## src/rtl/xbus_pkg.sv

```systemverilog
package xbus_pkg;
  // Kind of access presented on one clock
  typedef enum logic [1:0] {
    ACC_IDLE = 2'd0,
    ACC_INT  = 2'd1,
    ACC_EXT  = 2'd2
  } acc_kind_e;

  function automatic acc_kind_e classify(input logic valid, input logic internal);
    if (!valid)        return ACC_IDLE;
    else if (internal) return ACC_INT;
    else               return ACC_EXT;
  endfunction
endpackage

```

## src/rtl/xbus_region_dec.sv

```systemverilog
module xbus_region_dec #(
  parameter int AW = 20,
  parameter int NCS = 4,
  parameter logic [AW-1:0] INT_BASE = '0,
  parameter logic [AW-1:0] INT_MASK = {4'hF, {(AW-4){1'b0}}}
) (
  input  logic [AW-1:0]          addr,
  input  logic [NCS-1:0][AW-1:0] cfg_base,
  input  logic [NCS-1:0][AW-1:0] cfg_mask,
  output logic                   is_int,
  output logic [NCS-1:0]         hit
);
  logic [NCS-1:0] raw;

  assign is_int = ((addr & INT_MASK) == INT_BASE);

  for (genvar i = 0; i < NCS; i++) begin : g_win
    assign raw[i] = (((addr ^ cfg_base[i]) & cfg_mask[i]) == '0);
  end

  // lowest matching index wins
  always_comb begin
    logic found;
    found = 1'b0;
    hit   = '0;
    for (int i = 0; i < NCS; i++) begin
      if (raw[i] && !found) begin
        hit[i] = 1'b1;
        found  = 1'b1;
      end
    end
  end


  always_comb begin
    hit_in_raw_chk: assert ((hit & ~raw) == '0 && ((raw != '0) == (hit != '0)));
  end
endmodule

```

## src/rtl/xbus_pin_stage.sv

```systemverilog
module xbus_pin_stage #(
  parameter int AW = 20,
  parameter int DW = 16,
  parameter int NCS = 4
) (
  input  logic           clk,
  input  logic           rst,
  input  xbus_pkg::acc_kind_e kind,
  input  logic           acc_write,
  input  logic [AW-1:0]  acc_addr,
  input  logic [DW-1:0]  acc_wdata,
  input  logic [NCS-1:0] acc_hit,
  output logic [AW-1:0]  bus_addr,
  output logic [NCS-1:0] bus_cs_n,
  output logic           bus_rd_n,
  output logic           bus_wr_n,
  output logic [DW-1:0]  bus_dout,
  output logic           bus_oe
);
  import xbus_pkg::*;

  always_ff @(posedge clk) begin
    if (rst) begin
      bus_addr <= '0;
      bus_cs_n <= '1;
      bus_rd_n <= 1'b1;
      bus_wr_n <= 1'b1;
      bus_dout <= '0;
      bus_oe   <= 1'b0;
    end else begin
      bus_rd_n <= 1'b1;
      bus_wr_n <= 1'b1;
      bus_oe   <= 1'b0;
      case (kind)
        ACC_INT: bus_cs_n <= '1;
        ACC_EXT: begin
          bus_addr <= acc_addr;
          bus_cs_n <= ~acc_hit;
          bus_rd_n <= acc_write;
          bus_wr_n <= !acc_write;
          bus_oe   <= acc_write;
          if (acc_write) bus_dout <= acc_wdata;
        end
        default: ;
      endcase
    end
  end


  idle_hold_chk: assert property (@(posedge clk) disable iff (rst)
    (kind == ACC_IDLE) |=> ($stable(bus_addr) && $stable(bus_cs_n)));


  int_release_chk: assert property (@(posedge clk) disable iff (rst)
    (kind == ACC_INT) |=> ((&bus_cs_n) && $stable(bus_addr)));


  same_win_hold_chk: assert property (@(posedge clk) disable iff (rst)
    ((kind == ACC_EXT) && (acc_hit != '0) && (acc_hit == ~bus_cs_n)) |=> $stable(bus_cs_n));


  strobe_excl_chk: assert property (@(posedge clk) disable iff (rst)
    (bus_rd_n || bus_wr_n));


  cs_onehot_chk: assert property (@(posedge clk) disable iff (rst)
    $onehot0(~bus_cs_n));
endmodule

```

## src/rtl/xbus_rd_return.sv

```systemverilog
module xbus_rd_return #(
  parameter int DW = 16
) (
  input  logic          clk,
  input  logic          rst,
  input  logic          rd_issue,
  input  logic [DW-1:0] bus_din,
  output logic          rsp_valid,
  output logic [DW-1:0] rsp_rdata
);
  logic pend;

  always_ff @(posedge clk) begin
    if (rst) begin
      pend      <= 1'b0;
      rsp_valid <= 1'b0;
      rsp_rdata <= '0;
    end else begin
      pend      <= rd_issue;
      rsp_valid <= pend;
      if (pend) rsp_rdata <= bus_din;
    end
  end


  rsp_after_read_chk: assert property (@(posedge clk) disable iff (rst)
    rd_issue |=> ##1 rsp_valid);
endmodule

```

## src/rtl/xbus_cs_seq.sv

```systemverilog
module xbus_cs_seq #(
  parameter int AW = 20,
  parameter int DW = 16,
  parameter int NCS = 4,
  parameter logic [AW-1:0] INT_BASE = '0,
  parameter logic [AW-1:0] INT_MASK = {4'hF, {(AW-4){1'b0}}}
) (
  input  logic                   clk,
  input  logic                   rst,
  input  logic                   req_valid,
  input  logic                   req_write,
  input  logic [AW-1:0]          req_addr,
  input  logic [DW-1:0]          req_wdata,
  input  logic [NCS-1:0][AW-1:0] cfg_base,
  input  logic [NCS-1:0][AW-1:0] cfg_mask,
  output logic [AW-1:0]          bus_addr,
  output logic [NCS-1:0]         bus_cs_n,
  output logic                   bus_rd_n,
  output logic                   bus_wr_n,
  output logic [DW-1:0]          bus_dout,
  output logic                   bus_oe,
  input  logic [DW-1:0]          bus_din,
  output logic                   rsp_valid,
  output logic [DW-1:0]          rsp_rdata
);
  import xbus_pkg::*;

  logic           is_int;
  logic [NCS-1:0] hit;
  acc_kind_e      kind;
  logic           rd_issue;

  xbus_region_dec #(
    .AW(AW), .NCS(NCS), .INT_BASE(INT_BASE), .INT_MASK(INT_MASK)
  ) u_dec (
    .addr(req_addr), .cfg_base(cfg_base), .cfg_mask(cfg_mask),
    .is_int(is_int), .hit(hit)
  );

  assign kind     = classify(req_valid, is_int);
  assign rd_issue = (kind == ACC_EXT) && !req_write;

  xbus_pin_stage #(.AW(AW), .DW(DW), .NCS(NCS)) u_pins (
    .clk(clk), .rst(rst), .kind(kind), .acc_write(req_write),
    .acc_addr(req_addr), .acc_wdata(req_wdata), .acc_hit(hit),
    .bus_addr(bus_addr), .bus_cs_n(bus_cs_n), .bus_rd_n(bus_rd_n),
    .bus_wr_n(bus_wr_n), .bus_dout(bus_dout), .bus_oe(bus_oe)
  );

  xbus_rd_return #(.DW(DW)) u_rd (
    .clk(clk), .rst(rst), .rd_issue(rd_issue), .bus_din(bus_din),
    .rsp_valid(rsp_valid), .rsp_rdata(rsp_rdata)
  );
endmodule

```

## config.mk

```make
export PLATFORM = sky130hd
export DESIGN_NAME = xbus_cs_seq
export DESIGN_NICKNAME = d
export VERILOG_FILES = /design/src/rtl/xbus_pkg.sv /design/src/rtl/xbus_region_dec.sv /design/src/rtl/xbus_pin_stage.sv /design/src/rtl/xbus_rd_return.sv /design/src/rtl/xbus_cs_seq.sv
export SDC_FILE = /design/constraint.sdc
export NUM_CORES = 1
export LEC_CHECK = 0
export BUFFER_PORTS_ARGS = -buffer_cell sky130_fd_sc_hd__buf_2
export CAP_MARGIN = 10
export CORE_AREA = 2 2 108 110
export CTS_CLUSTER_SIZE = 40
export DETAILED_ROUTE_END_ITERATION = 12
export DIE_AREA = 0 0 110 112
export PLACE_DENSITY_LB_ADDON = 0.15
export SLEW_MARGIN = 10
export SYNTH_ARGS = -nofsm -noshare
export SYNTH_HDL_FRONTEND = slang
export SYNTH_SLANG_ARGS = --single-unit
```

## constraint.sdc

```tcl
create_clock -name clk -period 2.25 [get_ports clk]
set_input_delay 0.45 -clock clk [delete_from_list [all_inputs] [get_ports clk]]
set_output_delay 0.45 -clock clk [all_outputs]
set_load 0.02 [all_outputs]
```

==> impl_metrics.csv <==
group,metric,value,unit
timing,grt_setup_unrepaired,"no",
drt,vias_per_cell,4.68,
clock_tree,htreeDepth,3,
finish,instances_no_fill,807,
clock_tree,cts.hold.buffers_added,0,
clock_tree,cts_tree,"built",
yosys,synthesis.nets,610,
timing,fin_skew,0.00432,ns
timing,setup_viol,0,
setup_path,worstPathArrival,1.89,ns
timing,fmax,0.592,GHz
setup_path,cp.required,2.45,ns
setup_path,worst-setup-path-type,"primary input to flop",
drt,dr_total_vias,3778,
power,switchingPower,0.918,mW
drt,drt_wl_total,14800,um
finish,drive_gt1_share,49.0,%
yosys,yosysTopAreaCell,"dfxtp_1",
placement,hpwl,12400,um
floorplan,rows,39,
placement,placedCellCount,780,
yosys,yosysTopAreaCellShare,36.4,%
power,intPower,2.19,mW
power,combPwrFrac,22.4,%
clock_tree,clkTransAtPathRegs,0.06,ns
yosys,ys_types,25,
floorplan,dieWidth,110,um
clock_tree,cts_sinks,61,
setup_path,cp_top_family,"simple AND/OR/NAND/NOR gates",
setup_path,cp-start-kind,"primary input",
floorplan,initial_core_util,30.0,%
finish,final_net_count,864,
clock_tree,cts-buffers-inserted,9,
floorplan,core,11200,um2
setup_path,crit_slowest_cell,"a22oi_1",
power,p_leak,2.52,nW
yosys,synth-seq-cells,61,
drt,first_iter_violations,155,
drt,wl_per_cell,18.4,um
job,max_cap_violations,0,
placement,portBuffers,275,
floorplan,die_y,112,um
floorplan,dieArea,12300,um2
grt,grt_pass1_wl,21500,um
grt,grt.total_usage,23.7,%
grt,grt_overflow,0,
setup_path,cp_num_buf_inv,1,
power,vdd_drop_max,0.399,mV
yosys,syn_inst,394,
drt,drc,0,
drt,dr.pass1.iters,4,
setup_path,worstSetupEndpointType,"flop",
finish,syn_to_final_growth,51.7,%
power,sw_frac_of_total,29.5,%
yosys,synth.area.top_cells,"dfxtp_1, xor2_1, a22oi_1, nand2_1, mux2i_1",
clock_tree,clock_latency,0.32,ns
yosys,avgSynthCellArea,8.52,um2
finish,final_cell_mix,"buf_2, xor2_1, nand2_1, dfxtp_1, a22oi_1",
power,cellPowerDensity,610,nW/um2
floorplan,top_level_ports,276,
yosys,ys_warn_count,0,
power,pwr-share-seq,37.0,%
worst_hold_path,hp-class,"primary input to flop",
timing,maxSlewViolCount,0,
timing,fin_tns_setup,0,ns
setup_path,crit_chain,"buf_2 > xor2_1 > a22oi_1 > nand4_1 > nor3_2 > a21oi_1 > or2_1",
grt,grt_pass1_vias,3942,
power,finalPower,3.11,mW
clock_tree,clockBufferDepth,2,
finish,layout_commonest_cell,"buf_2",
power,p_clk_share,40.6,%
yosys,ys_seq_area_share,36.4,%
placement,gp_congestion,1.07,
grt,grt_start_max_net_pins,60,
drt,ant_nets,0,
clock_tree,post-cts-setup-buffers,0,
clock_tree,root_buffer,"clkbuf_16",
clock_tree,cts_repair_resize_count,0,
timing,post-route-min-period,1.69,ns
timing,worst_slew_pin_slew,0.362,ns
grt,antenna_found_initial,10,
timing,min_period_over_period,75.1,%
yosys,syn_area,3360,um2
setup_path,crit_fanout,5,
timing,slew_headroom,75.9,%
outcome,status,"completed",
timing,hold_viol,0,
setup_path,slowest_delay,0.35,ns
tightest hold or removal path: cells and delay by family:
kind	cells	cell delay [ns]
buffers and inverters	1	0.10
AOI/OAI and AO/OA	1	0.04
and+or+nand+nor	1	0.05
synthesized netlist by cell type:
library cell / count
dfxtp_1: 61
nand4_1: 8
buf_6: 4
a22o_1: 3
and2_4: 1
nor2_1: 20
buf_2: 6
or2_1: 1
mux2i_1: 16
o41a_1: 1
a21oi_1: 28
o41ai_2: 1
inv_1: 3
nand2_1: 65
a21oi_2: 10
nor3_1: 7
a31oi_1: 2
nor2b_1: 1
nand2_2: 11
buf_4: 2
a221oi_1: 3
nor3_2: 1
a22oi_1: 34
clkbuf_1: 25
xor2_1: 80
flip-flops by register name, summed over array words and instances, names as in the netlist:
name and cells:
u_pins.bus_addr 20, u_pins.bus_cs_n 4, u_pins.bus_dout 16, u_pins.bus_oe 1, u_pins.bus_rd_n 1, u_pins.bus_wr_n 1, u_rd.pend 1, u_rd.rsp_rdata 16
u_rd.rsp_valid 1
power groups by stage:
stage	sequential (mW)	clock (mW)	combinational, mW
4_1_cts	1.15	1.31	0.705
2_1_floorplan	1.23	0	0.309
3_3_place_gp	1.17	0	0.699
6_report	1.15	1.26	0.698
5_1_grt	1.15	1.36	0.761
3_5_place_dp	1.17	0	0.702
cells by family after synthesis:
kind of cell | Yosys count | share of synthesized area [%]
AO/OA/AOI/OAI | 82 | 17.1
XOR/XNOR | 80 | 20.9
buffers and inverters | 40 | 5.81
flip-flops | 61 | 36.4
multiplexers | 16 | 4.77
AND/OR/NAND/NOR | 115 | 15.0
stage by stage:
stage	hold WS [ns]	setup WS (ns)	cell area, um2	util (%)
floorplan	0.533	0.467	3360	-
global placement	0.440	0.255	4790	42.9
detailed placement	0.444	0.248	4790	42.9
CTS	0.348	0.564	5070	45.3
global route	0.352	0.380	5090	45.5
finish	0.358	0.561	5090	45.6
final cells by class:
cell class | count | area (um2)
fillers | 1163 | 6080
multi-input cells | 293 | 1950
repair buffers | 280 | 1430
flip-flops and latches | 61 | 1220
clock buffers | 9 | 225
well taps | 143 | 179
clock inverters | 7 | 51.3
diodes | 11 | 27.5
inverters | 3 | 11.3
routing by layer:
metal / GRT usage (%) / routed length, um / vias up
met1: 26.9 / 5790 / 1729
met5: 0 / 0 / -
li1: - / - / 1852
met2: 40.2 / 7410 / 177
met4: 8.86 / 246 / 0
met3: 8.37 / 1380 / 20
path summary, 6_finish.rpt:
check | from | endpoint | slack, ns | depth (start not counted)
worst max-delay path | req_addr[0] | u_pins.bus_cs_n[0] | 0.56 | 7
worst min-delay path | req_wdata[8] | u_pins.bus_dout[8] | 0.36 | 3
worst max register to register | u_rd.pend | u_rd.rsp_rdata[1] | 1.27 | 3
worst min register to register | u_pins.bus_addr[5] | u_pins.bus_addr[5] | 0.45 | 2
Note: power is estimated with default switching activity, not from simulation.
